===== src/rtl/ic_pkg.sv =====
// Shared types for the instruction-cycle controller.
// Assumes the 16-bit instruction layout with the opcode in bits 15:12.
package ic_pkg;

    localparam int GPR_COUNT = 8;
    localparam int GPR_SEL_W = $clog2(GPR_COUNT);

    localparam logic [3:0] OPC_ADD  = 4'b0001;
    localparam logic [3:0] OPC_LDR  = 4'b0110;
    localparam logic [3:0] OPC_JMP  = 4'b1100;
    localparam logic [3:0] OPC_HALT = 4'b1111;

    typedef enum logic [2:0] {
        ST_FETCH_A = 3'd0,
        ST_FETCH_B = 3'd1,
        ST_FETCH_C = 3'd2,
        ST_DECODE  = 3'd3,
        ST_ADDR    = 3'd4,
        ST_OPND    = 3'd5,
        ST_EXEC    = 3'd6,
        ST_STORE   = 3'd7
    } phase_e;

    typedef struct packed {
        logic gate_pc;
        logic ld_mar;
        logic ld_pc;
        logic mem_rd;
        logic ld_mdr;
        logic gate_mdr;
        logic ld_ir;
        logic mar_ea;
        logic ld_ops;
        logic ld_res;
        logic pc_jmp;
        logic gpr_we;
        logic wb_mdr;
        logic halt;
    } ctl_t;

    function automatic logic opc_known(input logic [3:0] opc);
        return (opc == OPC_ADD) || (opc == OPC_LDR) ||
               (opc == OPC_JMP) || (opc == OPC_HALT);
    endfunction

endpackage


===== src/rtl/ic_seq.sv =====
// Phase sequencer: walks each instruction through the fixed phase order and
// emits the datapath strobes. Holds the run flag; all strobes and the phase
// are frozen while run is low. Assumes opcode reflects the instruction register.
module ic_seq
    import ic_pkg::*;
(
    input  logic       clk,
    input  logic       rst_n,
    input  logic [3:0] opcode,
    output phase_e     phase,
    output logic       run,
    output ctl_t       ctl
);

    phase_e phase_nx;

    // Strobe decode per phase and opcode, gated by run.
    always_comb begin
        ctl = '0;
        if (run) begin
            case (phase)
                ST_FETCH_A: begin
                    ctl.gate_pc = 1'b1;
                    ctl.ld_mar  = 1'b1;
                    ctl.ld_pc   = 1'b1;
                end
                ST_FETCH_B: begin
                    ctl.mem_rd = 1'b1;
                    ctl.ld_mdr = 1'b1;
                end
                ST_FETCH_C: begin
                    ctl.gate_mdr = 1'b1;
                    ctl.ld_ir    = 1'b1;
                end
                ST_ADDR:  ctl.mar_ea = (opcode == OPC_LDR);
                ST_OPND: begin
                    ctl.mem_rd = (opcode == OPC_LDR);
                    ctl.ld_mdr = (opcode == OPC_LDR);
                    ctl.ld_ops = (opcode == OPC_ADD);
                end
                ST_EXEC: begin
                    ctl.ld_res = (opcode == OPC_ADD);
                    ctl.pc_jmp = (opcode == OPC_JMP);
                    ctl.halt   = (opcode == OPC_HALT);
                end
                ST_STORE: begin
                    ctl.gpr_we = (opcode == OPC_ADD) || (opcode == OPC_LDR);
                    ctl.wb_mdr = (opcode == OPC_LDR);
                end
                default: ctl = '0;
            endcase
        end
    end

    // Next-phase selection; decode branches on the opcode.
    always_comb begin
        phase_nx = phase;
        if (run) begin
            case (phase)
                ST_FETCH_A: phase_nx = ST_FETCH_B;
                ST_FETCH_B: phase_nx = ST_FETCH_C;
                ST_FETCH_C: phase_nx = ST_DECODE;
                ST_DECODE:  phase_nx = opc_known(opcode) ? ST_ADDR : ST_FETCH_A;
                ST_ADDR:    phase_nx = ST_OPND;
                ST_OPND:    phase_nx = ST_EXEC;
                ST_EXEC:    phase_nx = (opcode == OPC_HALT) ? ST_EXEC : ST_STORE;
                default:    phase_nx = ST_FETCH_A;
            endcase
        end
    end

    // Phase and run registers.
    always_ff @(posedge clk) begin
        if (!rst_n) begin
            phase <= ST_FETCH_A;
            run   <= 1'b1;
        end else begin
            phase <= phase_nx;
            if (ctl.halt) run <= 1'b0;
        end
    end

    p_fetch_order_r5: assert property (@(posedge clk) disable iff (!rst_n)
        (run && phase == ST_FETCH_A) |=> (phase == ST_FETCH_B));

    p_decode_exit_r5: assert property (@(posedge clk) disable iff (!rst_n)
        (run && phase == ST_DECODE) |=> (phase == ST_ADDR || phase == ST_FETCH_A));

    p_halt_stop_r9: assert property (@(posedge clk) disable iff (!rst_n)
        (run && phase == ST_EXEC && opcode == OPC_HALT) |=> !run);

    p_frozen_r9: assert property (@(posedge clk) disable iff (!rst_n)
        !run |=> (!run && $stable(phase)));

endmodule


===== src/rtl/ic_regfile.sv =====
// General register file: two combinational read ports, one write port.
// Assumes writes are requested only in the store phase.
module ic_regfile
    import ic_pkg::*;
#(
    parameter int DW   = 16,
    parameter int NREG = GPR_COUNT
) (
    input  logic                      clk,
    input  logic                      rst_n,
    input  logic                      we,
    input  logic [$clog2(NREG)-1:0]   wa,
    input  logic [DW-1:0]             wd,
    input  logic [$clog2(NREG)-1:0]   ra,
    input  logic [$clog2(NREG)-1:0]   rb,
    output logic [DW-1:0]             rda,
    output logic [DW-1:0]             rdb
);

    logic [DW-1:0] regs [NREG];

    assign rda = regs[ra];
    assign rdb = regs[rb];

    // Clear on reset, otherwise write the selected register.
    always_ff @(posedge clk) begin
        if (!rst_n) begin
            for (int i = 0; i < NREG; i++) regs[i] <= '0;
        end else if (we) begin
            regs[wa] <= wd;
        end
    end

    p_write_lands_r6: assert property (@(posedge clk) disable iff (!rst_n)
        we |=> (regs[$past(wa)] == $past(wd)));

endmodule


===== src/rtl/ic_dpath.sv =====
// Datapath: PC with incrementer/jump mux, MAR, MDR, IR, operand and result
// latches, effective-address adder. Assumes strobes come from ic_seq.
module ic_dpath
    import ic_pkg::*;
#(
    parameter int DW = 16
) (
    input  logic          clk,
    input  logic          rst_n,
    input  ctl_t          ctl,
    input  logic [DW-1:0] mem_rdata,
    input  logic [DW-1:0] rda,
    input  logic [DW-1:0] rdb,
    output logic [DW-1:0] pc,
    output logic [DW-1:0] mar,
    output logic [DW-1:0] ir,
    output logic [DW-1:0] wdata
);

    localparam int OFS_W = 6;

    logic [DW-1:0] mdr, opa, opb, res, ea;

    assign ea    = rda + {{(DW-OFS_W){ir[OFS_W-1]}}, ir[OFS_W-1:0]};
    assign wdata = ctl.wb_mdr ? mdr : res;

    // Program counter: incrementer in fetch, register value on jump.
    always_ff @(posedge clk) begin
        if (!rst_n)          pc <= '0;
        else if (ctl.ld_pc)  pc <= pc + 1'b1;
        else if (ctl.pc_jmp) pc <= rda;
    end

    // Address register: PC during fetch, effective address for loads.
    always_ff @(posedge clk) begin
        if (!rst_n)                       mar <= '0;
        else if (ctl.ld_mar && ctl.gate_pc) mar <= pc;
        else if (ctl.mar_ea)              mar <= ea;
    end

    // Data and instruction registers.
    always_ff @(posedge clk) begin
        if (!rst_n) begin
            mdr <= '0;
            ir  <= '0;
        end else begin
            if (ctl.ld_mdr)                mdr <= mem_rdata;
            if (ctl.ld_ir && ctl.gate_mdr) ir  <= mdr;
        end
    end

    // Operand latches and adder result for register-mode addition.
    always_ff @(posedge clk) begin
        if (!rst_n) begin
            opa <= '0;
            opb <= '0;
            res <= '0;
        end else begin
            if (ctl.ld_ops) begin
                opa <= rda;
                opb <= rdb;
            end
            if (ctl.ld_res) res <= opa + opb;
        end
    end

    p_pc_step_r2: assert property (@(posedge clk) disable iff (!rst_n)
        ctl.ld_pc |=> (pc == DW'($past(pc) + 1'b1)));

    p_mar_from_pc_r3: assert property (@(posedge clk) disable iff (!rst_n)
        (ctl.ld_mar && ctl.gate_pc) |=> (mar == $past(pc)));

    p_ir_from_mdr_r4: assert property (@(posedge clk) disable iff (!rst_n)
        (ctl.ld_ir && ctl.gate_mdr) |=> (ir == $past(mdr)));

    p_jump_target_r8: assert property (@(posedge clk) disable iff (!rst_n)
        ctl.pc_jmp |=> (pc == $past(rda)));

endmodule


===== src/rtl/ic_core.sv =====
// Top of the multicycle core: sequencer, datapath and register file.
// Assumes a memory that returns mem_rdata for mem_addr within the same cycle.
module ic_core
    import ic_pkg::*;
#(
    parameter int DW = 16
) (
    input  logic          clk,
    input  logic          rst_n,
    output logic [DW-1:0] mem_addr,
    output logic          mem_rd,
    input  logic [DW-1:0] mem_rdata,
    output logic          run,
    output logic [DW-1:0] pc,
    output logic [DW-1:0] ir,
    output logic [2:0]    state,
    output logic [4:0]    fetch_strb
);

    phase_e        phase;
    ctl_t          ctl;
    logic [DW-1:0] rda, rdb, wdata;

    ic_seq u_seq (
        .clk    (clk),
        .rst_n  (rst_n),
        .opcode (ir[15:12]),
        .phase  (phase),
        .run    (run),
        .ctl    (ctl)
    );

    ic_dpath #(.DW(DW)) u_dpath (
        .clk       (clk),
        .rst_n     (rst_n),
        .ctl       (ctl),
        .mem_rdata (mem_rdata),
        .rda       (rda),
        .rdb       (rdb),
        .pc        (pc),
        .mar       (mem_addr),
        .ir        (ir),
        .wdata     (wdata)
    );

    ic_regfile #(.DW(DW), .NREG(GPR_COUNT)) u_rf (
        .clk   (clk),
        .rst_n (rst_n),
        .we    (ctl.gpr_we),
        .wa    (ir[11:9]),
        .wd    (wdata),
        .ra    (ir[8:6]),
        .rb    (ir[2:0]),
        .rda   (rda),
        .rdb   (rdb)
    );

    assign mem_rd     = ctl.mem_rd;
    assign state      = phase;
    assign fetch_strb = {ctl.gate_pc, ctl.ld_mar, ctl.ld_pc, ctl.gate_mdr, ctl.ld_ir};

    p_read_needs_run_r9: assert property (@(posedge clk) disable iff (!rst_n)
        mem_rd |-> run);

    p_reset_phase_r1: assert property (@(posedge clk)
        !rst_n |=> (state == 3'd0 && pc == '0 && run));

endmodule


===== config.mk =====
export PLATFORM = sky130hd
export DESIGN_NAME = ic_core
export DESIGN_NICKNAME = d
export VERILOG_FILES = /design/src/rtl/ic_pkg.sv /design/src/rtl/ic_seq.sv /design/src/rtl/ic_regfile.sv /design/src/rtl/ic_dpath.sv /design/src/rtl/ic_core.sv
export SDC_FILE = /design/constraint.sdc
export NUM_CORES = 1
export LEC_CHECK = 0
export ABC_CLOCK_PERIOD_IN_PS = 8200
export BUFFER_PORTS_ARGS = -buffer_cell sky130_fd_sc_hd__clkbuf_2
export CORE_MARGIN = 4
export CORE_UTILIZATION = 40
export CTS_CLUSTER_DIAMETER = 100
export DETAILED_ROUTE_END_ITERATION = 10
export RECOVER_POWER = 100
export SYNTH_ARGS = -nofsm -noshare
export SYNTH_HDL_FRONTEND = slang
export SYNTH_SLANG_ARGS = --single-unit

===== constraint.sdc =====
create_clock -name clk -period 8.2 [get_ports clk]
set_input_delay 1.64 -clock clk [delete_from_list [all_inputs] [get_ports clk]]
set_output_delay 1.64 -clock clk [all_outputs]
set_load 0.01 [all_outputs]

==> flow_metrics.env, run 1 <==
export IMPL_outcome="complete, but fails checks"
export IMPL_violations="capacitance limit, slew limit"
export IMPL_worst_path_buf_inv=4
export IMPL_syn_to_final_growth_pct=10.1
export IMPL_r2r_end="u_dpath.mar[12]"
export IMPL_cts_sinks=247
export IMPL_routed_via_density=5.81
export IMPL_cp_slowest_cell="clkinvlp_2"
export IMPL_synth_top_cell_area_share_pct=30.1
export IMPL_required_ns=8.65
export IMPL_initial_utilization_pct=40.5
export IMPL_grt_util_met1_pct=30.2
export IMPL_cpPeakStageDelay_ns=1.66
export IMPL_instances_no_fill=1670
export IMPL_final_hold_viol_count=0
export IMPL_busiest_layer="met1"
export IMPL_die_y_microns=187
export IMPL_post_cts_setup_buffer_count=0
export IMPL_crit_fanout=79
export IMPL_synth_edf_count=128
export IMPL_fin_ws_ns=2.30
export IMPL_total_power_mw=2.74
export IMPL_hold_buffers=0
export IMPL_tightest_slew_ns=2.41
export IMPL_cts_tree="built"
export IMPL_synthCells=1215
export IMPL_period_share_pct=71.9
export IMPL_final_cell_mix="215 x nor2_1, 158 x nand2_1, 128 x edfxtp_1, 117 x dfxtp_1, 84 x a21oi_1"
export IMPL_place_gp_congestion=0.886
export IMPL_worstSetupPathType="input port to flip-flop"
export IMPL_vias=9699
export IMPL_final_common_cell="nor2_1"
export IMPL_ys_flop_type="edfxtp_1"
export IMPL_n_antenna_cell=0
export IMPL_core_rowCount=65
export IMPL_hold_path_depth=2
export IMPL_met3_usage_pct=2.88
export IMPL_synth_seq_area_share_pct=48.8
export IMPL_dp_cells=1624
export IMPL_p_leak_nw=4.73
export IMPL_timing_rr_start="u_dpath.ir[1]"
export IMPL_reg2reg_depth=9
export IMPL_grt_pass1_vias=9308
export IMPL_postRouteAntennaNets=0
export IMPL_grt_max_degree=80
export IMPL_skew_ns=0.0195
export IMPL_cp_depth=6
export IMPL_clock_latency_ns=0.54
export IMPL_fmax_mhz=170
export IMPL_final_area_sq_um=14000
export IMPL_cts_htree_levels=1
export IMPL_chipWidth_microns=187
export IMPL_finalSetupViolCount=0
export IMPL_min_to="u_dpath.res[0]"
export IMPL_clk_pin_slew_ns=0.06
export IMPL_hp_start="u_dpath.res[0]"
export IMPL_regToRegSetupSlack_ns=4.08
export IMPL_nNetsFinal=1300
export IMPL_n_fill_cell=2973
export IMPL_slew_headroom_pct=-60.8
export IMPL_drt_iter0_drc=997
export IMPL_first_pass_iters=5
export IMPL_hold_class="flip-flop to flip-flop"
export IMPL_dpl_hpwl_mm=25.4
export IMPL_remaining_drc_errors=0
export IMPL_root_buffer="clkbuf_16"
export IMPL_ios=76
export IMPL_grt_first_pass_wirelength_mm=55.3
export IMPL_startpoint_type="input port"
export IMPL_cap_violations=2
export IMPL_synth_top_cells_by_area="edfxtp_1 30%, dfxtp_1 19%, mux4_2 11%"
export IMPL_cts_resized=0
export IMPL_gr_usage_met2_pct=29.9
export IMPL_antenna_found_initial=0
export IMPL_cts_buffers=25
export IMPL_routedWlPerCell_microns=21.1
export IMPL_syn_area_per_cell_sq_um=10.5
export IMPL_routed_wl_mm=35.2
export IMPL_rsz0062_at_grt="false"
export IMPL_yosys_warnings=0
export IMPL_pre_cts_ws_ns=4.30
export IMPL_cts_buffer_depth=3
export IMPL_syn_area_sq_um=12800
export IMPL_drive_gt1_share_pct=11.5
export IMPL_dieArea_sq_um=34800
export IMPL_endpoint_kind="flip-flop"
export IMPL_postSynthRegisterBits=247
export IMPL_port_buffers=75
export IMPL_holdWs_ns=0.454
export IMPL_track_usage_pct=19.6
export IMPL_synth_fp_nets=1266
export IMPL_ys_types=71
export IMPL_gr_total_overflow=0
export IMPL_core_area_sq_um=31500
export IMPL_path_delay_family="buffers and inverters"
export IMPL_drv_slew=72
export IMPL_period_needed_ns=5.90
export IMPL_setup_tns_ns=0
export IMPL_dpl_cell_area_sq_um=13300
export IMPL_path_cells="clkbuf_2, clkbuf_1, clkinvlp_2, buf_4, or3_1, o211ai_1"
export IMPL_ir_drop_mv=0.149
export IMPL_fin_util_pct=44.6
export IMPL_async_flop_share_pct=0
export IMPL_arrival_ns=6.35
export IMPL_synth_top_area_cell="edfxtp_1"
export IMPL_power_density_nw_per_um2=195
## cell families (layout without fill, tap and decap cells)
family / count (synthesis) / after routing / share of synthesized area, %
fa+ha+maj: 33 / 33 / 3.36
mux: 105 / 105 / 14.6
flops: 247 / 247 / 48.8
xor+xnor: 13 / 13 / 0.893
simple gates: 469 / 469 / 16.1
buf+inv: 104 / 157 / 3.88
compound gates: 244 / 244 / 12.4
## synthesized netlist by cell type, types with 10 or more instances
cell,count
nor2_1,213
nand2_1,151
edfxtp_1,128
dfxtp_1,119
a21oi_1,84
mux4_2,64
clkbuf_1,48
o21ai_0,40
mux2i_1,37
ha_1,31
nand3_1,26
a211oi_1,21
inv_1,20
a311oi_1,17
buf_2,15
o21a_1,12
a21o_1,11
nor3_1,11
and3_1,10
## state kept, by name (all words and copies together) (netlist names), named ones only
signal,flops
u_dpath.opa,16
u_seq.run,1
u_rf.regs,128
u_dpath.pc,16
u_dpath.ir,16
u_seq.phase,3
u_dpath.mar,16
u_dpath.mdr,16
u_dpath.res,16
u_dpath.opb,16
## report_power, final
| group | switching, mW | internal (mW) | total [mW] | leakage [nW] |
|---|---|---|---|---|
| clock | 0.492 | 0.694 | 1.19 | 0.411 |
| combinational | 0.119 | 0.0652 | 0.184 | 2.03 |
| sequential | 0.0355 | 1.34 | 1.37 | 2.29 |
## worst max path at each step
stage                    from        endpoint  slack (ns)
6_report                rst_n  u_dpath.res[8]        2.30
5_1_grt                 rst_n  u_dpath.res[8]        2.12
4_1_cts        u_dpath.ir[12]          mem_rd        3.73
3_5_place_dp   u_dpath.ir[12]          mem_rd        4.30
3_3_place_gp            rst_n  u_dpath.res[8]        4.32
2_1_floorplan  u_dpath.ir[15]          mem_rd        4.91
## routing by layer
metal,routed length (microns),share of wire (%)
met5,0,0
met1,16800,48
met3,2410,6.8
met4,539,1.5
met2,15500,44
## area by class of cell
type | count | area (sq um) | share of cell area [%]
Clock buffer | 35 | 703 | 5.01
Clock inverter | 11 | 139 | 0.989
Inverter | 24 | 91.3 | 0.651
Multi-Input combinational cell | 864 | 5990 | 42.7
Sequential cell | 247 | 6230 | 44.4
Tap cell | 402 | 503 | 3.58
Timing Repair Buffer | 87 | 384 | 2.74
## worst min-delay path, delay by kind of cell (launching register included)
family,cells,cell delay (ns)
flip-flops,1,0.31
AND/OR/NAND/NOR,1,0.05
AO/OA/AOI/OAI,1,0.05
(Power assumes the default switching activity.)
==> run 2, diff against run 1 <==
--- a/config.mk
+++ b/config.mk
@@ -5,7 +5,8 @@
 export SDC_FILE = /design/constraint.sdc
 export NUM_CORES = 1
 export LEC_CHECK = 0
-export ABC_CLOCK_PERIOD_IN_PS = 8200
+export ABC_AREA = 1
+export ABC_CLOCK_PERIOD_IN_PS = 5000
 export BUFFER_PORTS_ARGS = -buffer_cell sky130_fd_sc_hd__clkbuf_2
 export CORE_MARGIN = 4
 export CORE_UTILIZATION = 40
==> constraint.sdc (replaced) <==
create_clock -name clk -period 5 [get_ports clk]
set_input_delay 1 -clock clk [delete_from_list [all_inputs] [get_ports clk]]
set_output_delay 1 -clock clk [all_outputs]
set_load 0.01 [all_outputs]
==> run 2 against run 1 <==
Effect of this change:
- the flow still finishes with violations (capacitance limit, slew limit)
- synthesized area up 4.4%
- first-iteration DRC count is 26% higher
- register-to-register slack lost 3.1 ns
- core utilization increased by 0.47 points
- clock skew up 0.0037 ns
- clock power up 75%
- via count increased by 23%
- critical endpoint is now u_dpath.mar[14]
- largest cell class unchanged
==> flow_metrics.env, run 2 <==
export IMPL_startpoint_type="flip-flop"
export IMPL_clk_pin_slew_ns=0.06
export IMPL_die_y_microns=190
export IMPL_p_sw_mw=1.44
export IMPL_outcome="complete, but fails checks"
export IMPL_total_power_mw=5.11
export IMPL_power_density_nw_per_um2=347
export IMPL_yosysMostFrequentCell="nor2_1"
export IMPL_skew_ns=0.0231
export IMPL_nNetsFinal=1782
export IMPL_synth_common_cells="281 x nor2_1, 266 x o21ai_0, 211 x nand2_1"
export IMPL_p_leak_nw=5.77
export IMPL_p_comb_share_pct=14.3
export IMPL_largest_reg_flops=128
export IMPL_dpl_hpwl_mm=28.5
export IMPL_routed_wl_mm=42.2
export IMPL_synth_fp_nets=1743
export IMPL_dieArea_sq_um=36300
export IMPL_core_rowCount=66
export IMPL_intPower_mw=3.68
export IMPL_sequentialPowerShare_pct=45.1
export IMPL_n_antenna_cell=0
export IMPL_ys_flop_type="edfxtp_1"
export IMPL_async_flop_share_pct=0
export IMPL_routed_via_density=5.45
export IMPL_syn_area_sq_um=13300
export IMPL_finalSetupViolCount=0
export IMPL_cts_buffer_depth=3
export IMPL_pwr_share_clk_pct=40.7
export IMPL_first_pass_iters=6
export IMPL_cts_tree="built"
export IMPL_dp_cells=2142
export IMPL_instances_no_fill=2193
export IMPL_port_buffers=75
export IMPL_synth_seq_area_share_pct=46.8
export IMPL_fin_ws_ns=0.993
export IMPL_ys_types=40
export IMPL_drt_iter0_drc=1256
export IMPL_place_gp_congestion=0.895
export IMPL_period_needed_ns=4.01
export IMPL_cts_sinks=247
export IMPL_gr_total_overflow=0
export IMPL_cts_htree_levels=1
export IMPL_post_cts_setup_buffer_count=0
export IMPL_drive_gt1_share_pct=6.05
export IMPL_slew_headroom_pct=-56.4
export IMPL_yosys_warnings=0
export IMPL_pre_cts_ws_ns=1.55
export IMPL_syn_area_per_cell_sq_um=7.87
export IMPL_hp_start="u_dpath.mar[9]"
export IMPL_endpoint_kind="flip-flop"
export IMPL_arrival_ns=4.39
export IMPL_postRouteAntennaNets=0
export IMPL_cts_buffers=29
export IMPL_hold_class="flip-flop to flip-flop"
export IMPL_period_share_pct=80.1
export IMPL_clock_latency_ns=0.55
export IMPL_synth_top_cell_area_share_pct=28.9
export IMPL_postSynthRegisterBits=247
export IMPL_core_area_sq_um=32700
export IMPL_grt_max_degree=65
export IMPL_fmax_mhz=250
export IMPL_final_hold_viol_count=0
export IMPL_final_cell_mix="281 x nor2_1, 266 x o21ai_0, 211 x nand2_1, 189 x a21oi_1, 175 x inv_1"
export IMPL_hold_buffers=0
export IMPL_largest_register="u_rf.regs"
export IMPL_grt_pass1_vias=11500
export IMPL_routedWlPerCell_microns=19.3
export IMPL_register_area_sq_um=6230
export IMPL_cts_resized=0
export IMPL_violations="capacitance limit, slew limit"
export IMPL_grt_first_pass_wirelength_mm=65.0
export IMPL_worstSetupPathType="flip-flop to flip-flop"
export IMPL_synth_top_area_cell="edfxtp_1"
export IMPL_tightest_slew_ns=2.35
export IMPL_rsz0062_at_grt="false"
export IMPL_cap_violations=5
export IMPL_syn_to_final_growth_pct=10.7
export IMPL_required_ns=5.38
export IMPL_track_usage_pct=22.9
export IMPL_setup_tns_ns=0
export IMPL_synthCells=1692
export IMPL_drv_slew=176
export IMPL_ir_drop_mv=0.271
export IMPL_initial_utilization_pct=40.7
export IMPL_synth_edf_count=128
export IMPL_synth_top_cells_by_area="edfxtp_1 29%, dfxtp_1 18%, o21ai_0 10%"
export IMPL_root_buffer="clkbuf_16"
export IMPL_chipWidth_microns=190
export IMPL_multiInputGateArea_sq_um=5880
export IMPL_crit_fanout=17
export IMPL_vias=12000
export IMPL_remaining_drc_errors=0
export IMPL_ios=76
export IMPL_final_common_cell="nor2_1"
export IMPL_sw_frac_of_total_pct=28.1
export IMPL_n_fill_cell=3302
export IMPL_antenna_found_initial=0
export IMPL_holdWs_ns=0.463
==> run 2: changes by cell type after synthesis, moves of 60 or more <==
cell     change
a21oi_1     +91
mux4_2      -64
nand2_1     +60
inv_1      +153
o21ai_0    +226
nor2_1      +68
==> run 2: routing by layer <==
metal | track usage, % | part of all wire, %
met4 | 7.54 | 3.0
met5 | 0 | 0
met2 | 36.6 | 45
met3 | 3.15 | 7.6
met1 | 32.2 | 44
==> run 2: stage by stage <==
step,instance area (sq um),utilization [%]
after global routing,14700,45.1
final,14700,45.1
after floorplan,13300,-
after CTS,14900,45.6
after global placement,14000,42.8
after detailed placement,14000,42.8
==> run 2: path summary, 6_finish.rpt <==
path,endpoint,slack [ns],cells after the start
max,u_dpath.mar[14],0.99,17
min reg2reg,u_dpath.mar[9],0.46,2
min,u_dpath.mar[9],0.46,2
max reg2reg,u_dpath.mar[14],0.99,17
==> run 2: power groups by stage <==
stage	Combinational, mW	Sequential (mW)	Clock [mW]
6_report	0.730	2.30	2.08
5_1_grt	0.814	2.31	2.19
4_1_cts	0.737	2.30	2.10
3_5_place_dp	0.733	2.34	0
3_3_place_gp	0.728	2.34	0
2_1_floorplan	0.473	2.32	0
==> run 2: final cells by class <==
class | instances | share of cell area (%)
timing repair buffer | 103 | 3.32
sequential | 247 | 42.3
multi-input combinational | 1172 | 39.9
clock inverter | 8 | 0.611
inverter | 178 | 4.53
clock buffer | 43 | 5.62
tap | 442 | 3.75
==> run 2: worst max-delay path, stage by stage (launching register included) <==
cell and delay [ns]:
dfxtp_1 0.34, inv_1 0.47, clkbuf_1 0.73, nor2_1 0.07, o21ai_0 0.18, inv_1 0.05
o21ai_0 0.66, ha_1 0.43, a21oi_1 0.15, nand2_1 0.13, nand2_1 0.08, nand2_1 0.10
nand3_1 0.11, nand2_1 0.06, nand2_1 0.06, nand3_1 0.06, nand2_1 0.11, a21oi_1 0.06
==> run 2: cells by family after synthesis <==
group                    count (synthesis)  synth area share (%)
AO/OA/AOI/OAI                          503                  20.1
XOR/XNOR                                12                 0.789
adder cells (fa/ha/maj)                 33                  3.21
buffers and inverters                  273                  8.60
flip-flops                             247                  46.8
multiplexers                            29                  2.18
AND/OR/NAND/NOR                        595                  18.4
==> run 3, diff against run 2 <==
--- a/config.mk
+++ b/config.mk
@@ -6,7 +6,7 @@
 export NUM_CORES = 1
 export LEC_CHECK = 0
 export ABC_AREA = 1
-export ABC_CLOCK_PERIOD_IN_PS = 5000
+export ABC_CLOCK_PERIOD_IN_PS = 4000
 export BUFFER_PORTS_ARGS = -buffer_cell sky130_fd_sc_hd__clkbuf_2
 export CORE_MARGIN = 4
 export CORE_UTILIZATION = 40
==> constraint.sdc (replaced) <==
create_clock -name clk -period 4 [get_ports clk]
set_input_delay 0.8 -clock clk [delete_from_list [all_inputs] [get_ports clk]]
set_output_delay 0.8 -clock clk [all_outputs]
set_load 0.01 [all_outputs]
==> run 3 against run 2 <==
Effect of this change:
- the run still ends with capacitance limit, slew limit left
- total power is 28% higher
- sequential power is 25% higher
- worst setup slack worse by 0.59 ns
- critical endpoint is now u_rf.regs[5][10]
- largest cell class unchanged
- largest power group unchanged
==> flow_metrics.env, run 3 (synthesized netlist as in run 2, its figures left out) <==
export IMPL_hp_start="u_dpath.res[0]"
export IMPL_outcome="complete, but fails checks"
export IMPL_dieArea_sq_um=36300
export IMPL_ios=76
export IMPL_drive_gt1_share_pct=6.36
export IMPL_period_share_pct=90.0
export IMPL_hold_class="flip-flop to flip-flop"
export IMPL_remaining_drc_errors=0
export IMPL_arrival_ns=3.86
export IMPL_first_pass_iters=5
export IMPL_cts_buffers=29
export IMPL_route_met2_wl_mm=18.7
export IMPL_grt_max_degree=65
export IMPL_rsz0062_at_grt="false"
export IMPL_cap_violations=1
export IMPL_drt_iter0_drc=996
export IMPL_drv_slew=65
export IMPL_routedWlPerCell_microns=18.7
export IMPL_cts_buffer_depth=3
export IMPL_slew_headroom_pct=-56.4
export IMPL_initial_utilization_pct=40.7
export IMPL_timing_rr_start="u_seq.run"
export IMPL_hold_buffers=0
export IMPL_final_hold_viol_count=0
export IMPL_antenna_found_initial=0
export IMPL_worstSetupPathType="flip-flop to flip-flop"
export IMPL_core_area_sq_um=32700
export IMPL_vias=11800
export IMPL_largest_register="u_rf.regs"
export IMPL_reg2reg_depth=8
export IMPL_min_to="u_dpath.res[0]"
export IMPL_clock_latency_ns=0.55
export IMPL_regToRegSetupSlack_ns=0.40
export IMPL_startpoint_type="flip-flop"
export IMPL_tightest_slew_ns=2.35
export IMPL_crit_fanout=20
export IMPL_core_rowCount=66
export IMPL_clk_pin_slew_ns=0.06
export IMPL_required_ns=4.26
export IMPL_track_usage_pct=22.0
export IMPL_fmax_mhz=278
export IMPL_routed_via_density=5.38
export IMPL_die_y_microns=190
export IMPL_ir_drop_mv=0.289
export IMPL_final_common_cell="nor2_1"
export IMPL_r2r_end="u_rf.regs[5][10]"
export IMPL_port_buffers=75
export IMPL_dpl_hpwl_mm=28.3
export IMPL_root_buffer="clkbuf_16"
export IMPL_final_area_sq_um=14800
export IMPL_grt_first_pass_wirelength_mm=63.2
export IMPL_power_density_nw_per_um2=442
export IMPL_gr_total_overflow=0
export IMPL_nNetsFinal=1789
export IMPL_cts_sinks=247
export IMPL_dpl_cell_area_sq_um=14100
export IMPL_largest_reg_flops=128
export IMPL_p_leak_nw=5.84
export IMPL_cts_resized=0
export IMPL_routed_wl_mm=41.2
export IMPL_period_needed_ns=3.60
export IMPL_post_cts_setup_buffer_count=0
export IMPL_place_gp_congestion=0.913
export IMPL_chipWidth_microns=190
export IMPL_violations="capacitance limit, slew limit"
export IMPL_fin_util_pct=45.4
export IMPL_finalSetupViolCount=0
export IMPL_postRouteAntennaNets=0
export IMPL_endpoint_kind="flip-flop"
export IMPL_setup_tns_ns=0
export IMPL_routed_wl_met3_mm=2.45
export IMPL_routedLengthMet1_mm=18.7
export IMPL_syn_to_final_growth_pct=11.4
export IMPL_total_power_mw=6.55
export IMPL_cts_htree_levels=1
export IMPL_final_cell_mix="285 x nor2_1, 266 x o21ai_0, 218 x nand2_1, 185 x a21oi_1, 176 x inv_1"
export IMPL_hold_path_depth=2
export IMPL_cts_tree="built"
export IMPL_top_layer_used="met4"
export IMPL_n_antenna_cell=0
export IMPL_grt_pass1_vias=11300
export IMPL_skew_ns=0.0156
export IMPL_holdWs_ns=0.459
[run 3: through the flow]
stage / worst slack (ns) / cells
6_report: 0.401 / 2203
5_1_grt: 0.129 / 2203
4_1_cts: 0.648 / 2203
3_5_place_dp: 0.682 / 2149
3_3_place_gp: 0.694 / 2149
2_1_floorplan: 1.28 / 1692
[run 3: per-layer routing]
layer,vias up,track usage [%]
li1,5789,-
met3,90,2.75
met2,402,35.3
met1,5567,30.8
met4,0,7.87
met5,-,0
[run 3: critical path: stages (launching register included)]
cell and delay (ns):
dfxtp_1 0.41, nand2_1 0.13, nor2_1 0.10, inv_1 0.08, nor3_1 1.05, clkbuf_2 0.57, nor2_1 0.16, a21oi_1 0.71
nor2_1 0.10
[run 3: worst max path at each step]
stage / from / end / slack, ns / depth (start not counted)
6_report: u_seq.run / u_rf.regs[5][10] / 0.40 / 8
5_1_grt: u_seq.run / u_rf.regs[7][15] / 0.13 / 8
4_1_cts: flip-flop / u_dpath.mar[10] / 0.65 / 16
3_5_place_dp: flip-flop / u_dpath.mar[10] / 0.68 / 16
3_3_place_gp: flip-flop / u_dpath.mar[14] / 0.69 / 16
2_1_floorplan: flip-flop / u_dpath.mar[10] / 1.28 / 19
[run 3: layout make-up]
type                            count  area, sq um
Sequential cell                   247         6230
Fill cell                        3357        17900
Clock inverter                     16          186
Inverter                          178          668
Multi-Input combinational cell   1172         5840
Timing Repair Buffer              110          548
Clock buffer                       38          810
Tap cell                          442          553
[run 3: power by group]
part / internal (mW) / leakage [nW] / switching (mW)
sequential: 2.77 / 2.29 / 0.115
combinational: 0.293 / 3.05 / 0.622
clock: 1.68 / 0.492 / 1.08
